===== src/rtl/ivu_pkg.sv =====
// Package: shared widths and the acknowledge result record for the
// cascaded acknowledge and vector unit. Assumes two levels of equal width.
package ivu_pkg;
    localparam int LINES     = 8;
    localparam int LINE_W    = $clog2(LINES);
    localparam int VEC_W     = 8;
    localparam int NUM_W     = LINE_W + 1;
    localparam int CAS_LINE  = 2;
    localparam int SPUR_LINE = LINES - 1;

    typedef struct packed {
        logic              mst_stb;
        logic              slv_stb;
        logic [LINE_W-1:0] mst_line;
        logic [LINE_W-1:0] slv_line;
        logic [VEC_W-1:0]  vec;
        logic [NUM_W-1:0]  num;
    } ack_res_t;
endpackage


===== src/rtl/ivu_cascade_link.sv =====
// Module: forwards the secondary request into the primary cascade line
// as alternating high/low pulses so the primary latches an edge.
// Assumes the primary samples its cascade line as edge-triggered.
module ivu_cascade_link (
    input  logic clk,
    input  logic rst_n,
    input  logic slv_pend,
    output logic cas_pulse
);
    // Toggle high then low for as long as the secondary request stays up.
    always_ff @(posedge clk) begin
        if (!rst_n) cas_pulse <= 1'b0;
        else        cas_pulse <= slv_pend & ~cas_pulse;
    end
endmodule


===== src/rtl/ivu_vector_sel.sv =====
// Module: combinational two-level acknowledge decision. Picks which core
// is acknowledged and forms the vector and combined number, with line 7
// used as fallback for an empty level. Assumes winner lines are stable
// in the cycle the acknowledge is sampled.
module ivu_vector_sel
    import ivu_pkg::*;
(
    input  logic              mst_pend,
    input  logic [LINE_W-1:0] mst_line,
    input  logic              slv_pend,
    input  logic [LINE_W-1:0] slv_line,
    input  logic [VEC_W-1:0]  mst_base_cfg,
    input  logic [VEC_W-1:0]  slv_base_cfg,
    output ack_res_t          res
);
    localparam logic [VEC_W-1:0] LOW_MASK = VEC_W'((1 << LINE_W) - 1);
    localparam logic [LINE_W-1:0] CAS  = LINE_W'(CAS_LINE);
    localparam logic [LINE_W-1:0] SPUR = LINE_W'(SPUR_LINE);

    logic [VEC_W-1:0] cfg  [2];
    logic [VEC_W-1:0] base [2];

    assign cfg[0] = mst_base_cfg;
    assign cfg[1] = slv_base_cfg;

    // One base-masking stage per level.
    for (genvar g = 0; g < 2; g++) begin : g_base
        assign base[g] = cfg[g] & ~LOW_MASK;
    end

    // Decide strobes, vector and combined number for this acknowledge.
    always_comb begin
        res = '0;
        if (!mst_pend) begin
            res.vec = base[0] | VEC_W'(SPUR);
            res.num = {1'b0, SPUR};
        end else if (mst_line != CAS) begin
            res.mst_stb  = 1'b1;
            res.mst_line = mst_line;
            res.vec      = base[0] | VEC_W'(mst_line);
            res.num      = {1'b0, mst_line};
        end else begin
            res.mst_stb  = 1'b1;
            res.mst_line = CAS;
            if (slv_pend) begin
                res.slv_stb  = 1'b1;
                res.slv_line = slv_line;
                res.vec      = base[1] | VEC_W'(slv_line);
                res.num      = {1'b1, slv_line};
            end else begin
                res.vec = base[1] | VEC_W'(SPUR);
                res.num = {1'b1, SPUR};
            end
        end
    end
endmodule


===== src/rtl/ivu_ack_stage.sv =====
// Module: registers the acknowledge result into one-cycle strobes and
// produces the CPU request, held low the cycle after an acknowledge so
// the cores' updated state is re-evaluated. Assumes cpu_ack is sampled
// once per cycle.
module ivu_ack_stage
    import ivu_pkg::*;
(
    input  logic     clk,
    input  logic     rst_n,
    input  logic     cpu_ack,
    input  logic     mst_pend,
    input  ack_res_t res,
    output logic     cpu_irq,
    output logic     vec_valid,
    output ack_res_t res_q
);
    // Capture the decision and the valid pulse on each acknowledge.
    always_ff @(posedge clk) begin
        if (!rst_n) begin
            vec_valid <= 1'b0;
            res_q     <= '0;
        end else begin
            vec_valid <= cpu_ack;
            if (cpu_ack) res_q <= res;
            else         res_q <= '0;
        end
    end

    // Request follows the primary pending flag, dropped after an acknowledge.
    always_ff @(posedge clk) begin
        if (!rst_n) cpu_irq <= 1'b0;
        else        cpu_irq <= mst_pend & ~cpu_ack;
    end
endmodule


===== src/rtl/ivu_top.sv =====
// Module: cascaded interrupt acknowledge and vector unit top. Connects
// the cascade pulse link, the two-level vector decision and the output
// register stage. Assumes both cores report pending/winner combinationally.
module ivu_top
    import ivu_pkg::*;
(
    input  logic              clk,
    input  logic              rst_n,
    input  logic              mst_pend,
    input  logic [LINE_W-1:0] mst_line,
    input  logic              slv_pend,
    input  logic [LINE_W-1:0] slv_line,
    input  logic [VEC_W-1:0]  mst_base_cfg,
    input  logic [VEC_W-1:0]  slv_base_cfg,
    input  logic              cpu_ack,
    output logic              cpu_irq,
    output logic              cas_pulse,
    output logic              mst_ack_stb,
    output logic [LINE_W-1:0] mst_ack_line,
    output logic              slv_ack_stb,
    output logic [LINE_W-1:0] slv_ack_line,
    output logic              vec_valid,
    output logic [VEC_W-1:0]  vec_out,
    output logic [NUM_W-1:0]  irq_num
);
    ack_res_t res_d;
    ack_res_t res_q;

    ivu_cascade_link u_link (
        .clk       (clk),
        .rst_n     (rst_n),
        .slv_pend  (slv_pend),
        .cas_pulse (cas_pulse)
    );

    ivu_vector_sel u_sel (
        .mst_pend     (mst_pend),
        .mst_line     (mst_line),
        .slv_pend     (slv_pend),
        .slv_line     (slv_line),
        .mst_base_cfg (mst_base_cfg),
        .slv_base_cfg (slv_base_cfg),
        .res          (res_d)
    );

    ivu_ack_stage u_stage (
        .clk       (clk),
        .rst_n     (rst_n),
        .cpu_ack   (cpu_ack),
        .mst_pend  (mst_pend),
        .res       (res_d),
        .cpu_irq   (cpu_irq),
        .vec_valid (vec_valid),
        .res_q     (res_q)
    );

    // Unpack the registered record onto the ports.
    always_comb begin
        mst_ack_stb  = res_q.mst_stb;
        mst_ack_line = res_q.mst_line;
        slv_ack_stb  = res_q.slv_stb;
        slv_ack_line = res_q.slv_line;
        vec_out      = res_q.vec;
        irq_num      = res_q.num;
    end
endmodule


===== config.mk =====
export PLATFORM = sky130hd
export DESIGN_NAME = ivu_top
export DESIGN_NICKNAME = d
export VERILOG_FILES = /design/src/rtl/ivu_pkg.sv /design/src/rtl/ivu_cascade_link.sv /design/src/rtl/ivu_vector_sel.sv /design/src/rtl/ivu_ack_stage.sv /design/src/rtl/ivu_top.sv
export SDC_FILE = /design/constraint.sdc
export NUM_CORES = 1
export LEC_CHECK = 0
export ABC_AREA = 1
export BUFFER_PORTS_ARGS = -buffer_cell sky130_fd_sc_hd__buf_2
export CAP_MARGIN = 20
export CELL_PAD_IN_SITES_DETAIL_PLACEMENT = 0
export CELL_PAD_IN_SITES_GLOBAL_PLACEMENT = 1
export CORE_ASPECT_RATIO = 1.4
export CORE_UTILIZATION = 28
export DETAILED_ROUTE_END_ITERATION = 8
export PLACE_DENSITY = 0.78
export SLEW_MARGIN = 15
export SYNTH_ARGS = -nofsm -noshare
export SYNTH_HDL_FRONTEND = slang
export SYNTH_SLANG_ARGS = --single-unit

===== constraint.sdc =====
create_clock -name clk -period 1.64 [get_ports clk]
set_clock_uncertainty 0.1 [all_clocks]
set_input_delay 0.246 -clock clk [delete_from_list [all_inputs] [get_ports clk]]
set_output_delay 0.246 -clock clk [all_outputs]
set_load 0.05 [all_outputs]

# Yosys cells after proc, flatten, opt, wreduce, memory -nomap -nowiden
# Index checks and enable logic that the tools add are counted.
[word_totals]
register_bits = 23
latchBits = 0
ramBits = 0
rom_bits = 0
out_inout_bits = 23
wordCells = 35
memories = 0
[classes]
add_sub_neg = 0
multipliers = 0
div = 0
order_cmp = 0
eq_ne = 1
n_shift = 0
muxes = 9
n_bitwise = 9
n_reduce_logical = 5
[op_table]
columns = ["op", "count"]
rows = [
  ["12-bit two-way mux", 3],
  ["8-bit by 3-bit OR with 8-bit output", 2],
  ["3-bit two-way mux", 3],
  ["8-bit two-way mux", 1],
  ["1-bit NOT", 5],
  ["5-bit OR reduction", 1],
  ["4-bit AND reduction", 1],
  ["4-bit OR reduction", 1],
  ["3-bit by 2-bit != test with 1-bit output, second input constant", 1],
  ["3-bit AND reduction", 1],
  ["1-bit AND", 2],
  ["1-bit two-way mux", 2],
  ["2-bit AND reduction", 1],
]

# Depth between registers and ports, before layout
[depth]
word_depth = 4
mapped_depth = 5
ltp_nobuf = 5

# Cells and area by module
# Synthesis repeated with hierarchy kept, for this count alone.
[hier_totals]
cells_unflattened = 131
area_unflattened_um2 = 1017.2
[modules_own_cells]
columns = ["module", "instances", "cells_per_inst", "area_each_um2", "seq_area_each_um2"]
rows = [
  ["ivu_ack_stage", 1, 68, 688.2, 440.4],
  ["ivu_vector_sel", 1, 60, 299.0, 0.0],
  ["ivu_cascade_link", 1, 3, 30.0, 20.0],
]

# Worst setup path after synthesis
# Ideal clock, no wire load.
[synth_timing]
path_kind = "reg-to-output"
from = "register u_stage.res_q[0] (netlist name)"
to = "output port vec_out[0]"
arrival_ns = 0.894
required_ns = 1.294
setup_slack_ns = 0.400
stages_incl_launch_ff = 2
path_buffers = 1
path_cell_list = "dfxtp_1 buf_4"
[synth_lines]
columns = ["item", "line", "rtl"]
rows = [
  ["end, declared", "ivu_top.sv:23", "output logic [VEC_W-1:0] vec_out,"],
]

# Worst setup path after layout
[layout_timing]
from = "register u_link.cas_pulse"
to = "output port cas_pulse"
[layout_lines]
columns = ["item", "line", "rtl"]
rows = [
  ["start, declared", "ivu_cascade_link.sv:8", "output logic cas_pulse"],
  ["start signal, assigned", "ivu_cascade_link.sv:13", "else cas_pulse <= slv_pend & ~cas_pulse;"],
  ["end, declared", "ivu_top.sv:17", "output logic cas_pulse,"],
]
# No word-level cell between the ends.

==> results.md <==
* Outcome: finished clean
* CTS root buffer: clkbuf_4
* PortBufs at 43
* Core area at 2390 µm²
* Die W at 44.7 µm
* Nets@finish at 160
* Setup crit start kind: register
* GRT Total Usage at 12.6%
* Std-Cell Rows at 21
* Mapped Area at 714 µm²
* Total power per unit cell area at 933 nW/µm²
* #FFs+latches synth at 20
* Post-Layout Cell Count at 165
* Crit end category: output port
* Delay-heaviest family, CP: flip-flops
* Post-synth cell types at 13
* Yosys warning count at 0
* RSZ-0062 raised after global routing: no
* Via density per instance at 4.08
* Critical path class: register to output port
* Post CTS Setup Buffer Count at 0
* Vias in the first global route at 631
* Critical Path AT at about 900 ps
* CTS tree: yes
* Clock transition at path regs at 110 ps
* Antenna cell count at 0
* Leak Pwr at ~0.56 nW
* R2R setup slack at 990 ps
* Clk buf depth at 2
* Num CTS Buffers at 3
* Post-route total power at 0.907 mW
* Hold Buf Count CTS at 0
* Crit-path slowest cell: dfxtp_1
* Layout cells sized above 1 at 42.7%
* Max Cap Viol at 0
* Syn Inst Count at 88
* DRC at 0
* Initial antenna violation count at 0
* Hold crit path type: primary input to register
* Syn_nets at roughly 120
* Worst-Margin Slew at 253 ps
* CTS sink count at 20
* Final hold vios at 0
* Sequential fraction of the synthesis area at between 50% and 60%
* Setup TNS Final at 0 ps
* Final WL at 1470 µm
* Routability cong. at between 0.7 and 0.8
* Worst slack, placed at 557 ps
* Area Growth Syn to Fin at 36.1%
* Crit path cell chain: buf_2
* Final max-slew violation count at 0
* Post-CTS sizing at 0
* Final setup fails at 0
* Critical Path RT at 1290 ps
* Final Worst Setup Slack at 398 ps
* Tmin final at 1240 ps
* DP Wirelength at approximately 1200 µm
* Slew margin rel. at 83.2%
* DR WL/cell at approximately 8.9 µm
* Worst-Skew Late Latency at 290 ps
* # IOs at 50
* Die Footprint at 2760 µm²
* H-tree levels at 1
* First-pass GRT wire length at about 2500 µm
* Crit path largest cell delay at 340 ps
* Total gr overflow at 0
* Syn Area/Cell at between 8 and 9 µm²
* Worst path bufs/invs at 1
* Fin util at 40.7%
* Pre-antenna DRT Iters at 3
* Vias post-DR at 673
* Initial DRC count at 12
* Die Ht at 61.8 µm
* Antenna Nets Post-Route at 0
* Max Fclk at 805 MHz
* Maximum VDD drop at 324 µV
* Final period util at 75.7%
* Largest net degree at the start of global routing at 11
* Placed Instances at 162
* Biggest fanout along the worst timing path at 2
* Initial core utilization at 29.9%
==> power breakdown <==
| part | internal (mW) | leakage, nW | switching [mW] |
|---|---|---|---|
| clock network | 0.0853 | 0.0138 | 0.141 |
| registers | 0.502 | 0.164 | 0.00419 |
| logic | 0.0471 | 0.381 | 0.127 |
| total | 0.635 | 0.559 | 0.272 |
==> logic make-up after synthesis <==
kind of cell	synth area share, %
simple gates	27.8
compound gates	3.50
buf+inv	12.6
flops	56.0
==> metal layers <==
layer / track usage, % / part of all wire [%]
met4: 7.79 / 1.3
met2: 22.3 / 51
met1: 14.1 / 40
met3: 2.02 / 7.4
met5: 0 / 0
==> cell type report <==
type / instances / area (µm²)
fill: 270 / 1420
clock buffer: 3 / 22.5
multi-input combinational: 47 / 224
tap: 34 / 42.5
sequential: 20 / 400
inverter: 18 / 67.6
timing repair buffer: 43 / 215
==> final timing paths <==
path / start / to / cells after the start
setup reg to reg: u_link.cas_pulse$_SDFF_PN0_ / u_link.cas_pulse$_SDFF_PN0_ / 1
setup / recovery: u_link.cas_pulse$_SDFF_PN0_ / cas_pulse / 1
hold / removal: cpu_ack / u_stage.cpu_irq$_SDFF_PN0_ / 2
hold reg to reg: u_link.cas_pulse$_SDFF_PN0_ / u_link.cas_pulse$_SDFF_PN0_ / 1
==> metrics by stage <==
stage | cell area, µm² | hold WS, ps
floorplan | 714 | 224
finish | 972 | 21.6
detailed placement | 950 | 312
global route | 972 | 20.1
global placement | 950 | 309
CTS | 972 | 20.0
==> placed cells by master (no fill, tap or decap), drive strengths merged <==
| master | netlist | layout |
|---|---|---|
| inv | 18 | 18 |
| clkbuf | 0 | 3 |
| nand2 | 12 | 12 |
| buf | 3 | 43 |
| a21oi | 3 | 3 |
| nor3 | 2 | 2 |
| o21ai | 2 | 2 |
| nand3 | 7 | 7 |
| nor2 | 21 | 21 |
| dfxtp | 20 | 20 |
==> synthesized netlist by cell type <==
| library cell | count | share of area, % |
|---|---|---|
| nor3_1 | 2 | 1.4 |
| dfxtp_1 | 20 | 56 |
| nor2_4 | 3 | 4.7 |
| nand3_1 | 6 | 4.2 |
| nand3_2 | 1 | 1.4 |
| inv_1 | 13 | 6.8 |
| buf_4 | 3 | 3.2 |
| a21oi_1 | 3 | 2.1 |
| nand2_2 | 1 | 0.88 |
| inv_2 | 5 | 2.6 |
| nand2_1 | 11 | 5.8 |
| o21ai_1 | 2 | 1.4 |
| nor2_1 | 18 | 9.5 |
==> sequential cells by signal (all words and copies together) (netlist names) <==
signal / flops
u_stage.vec_valid: 1
u_stage.res_q: 17
u_stage.cpu_irq: 1
u_link.cas_pulse: 1
(Power assumes the default switching activity.)
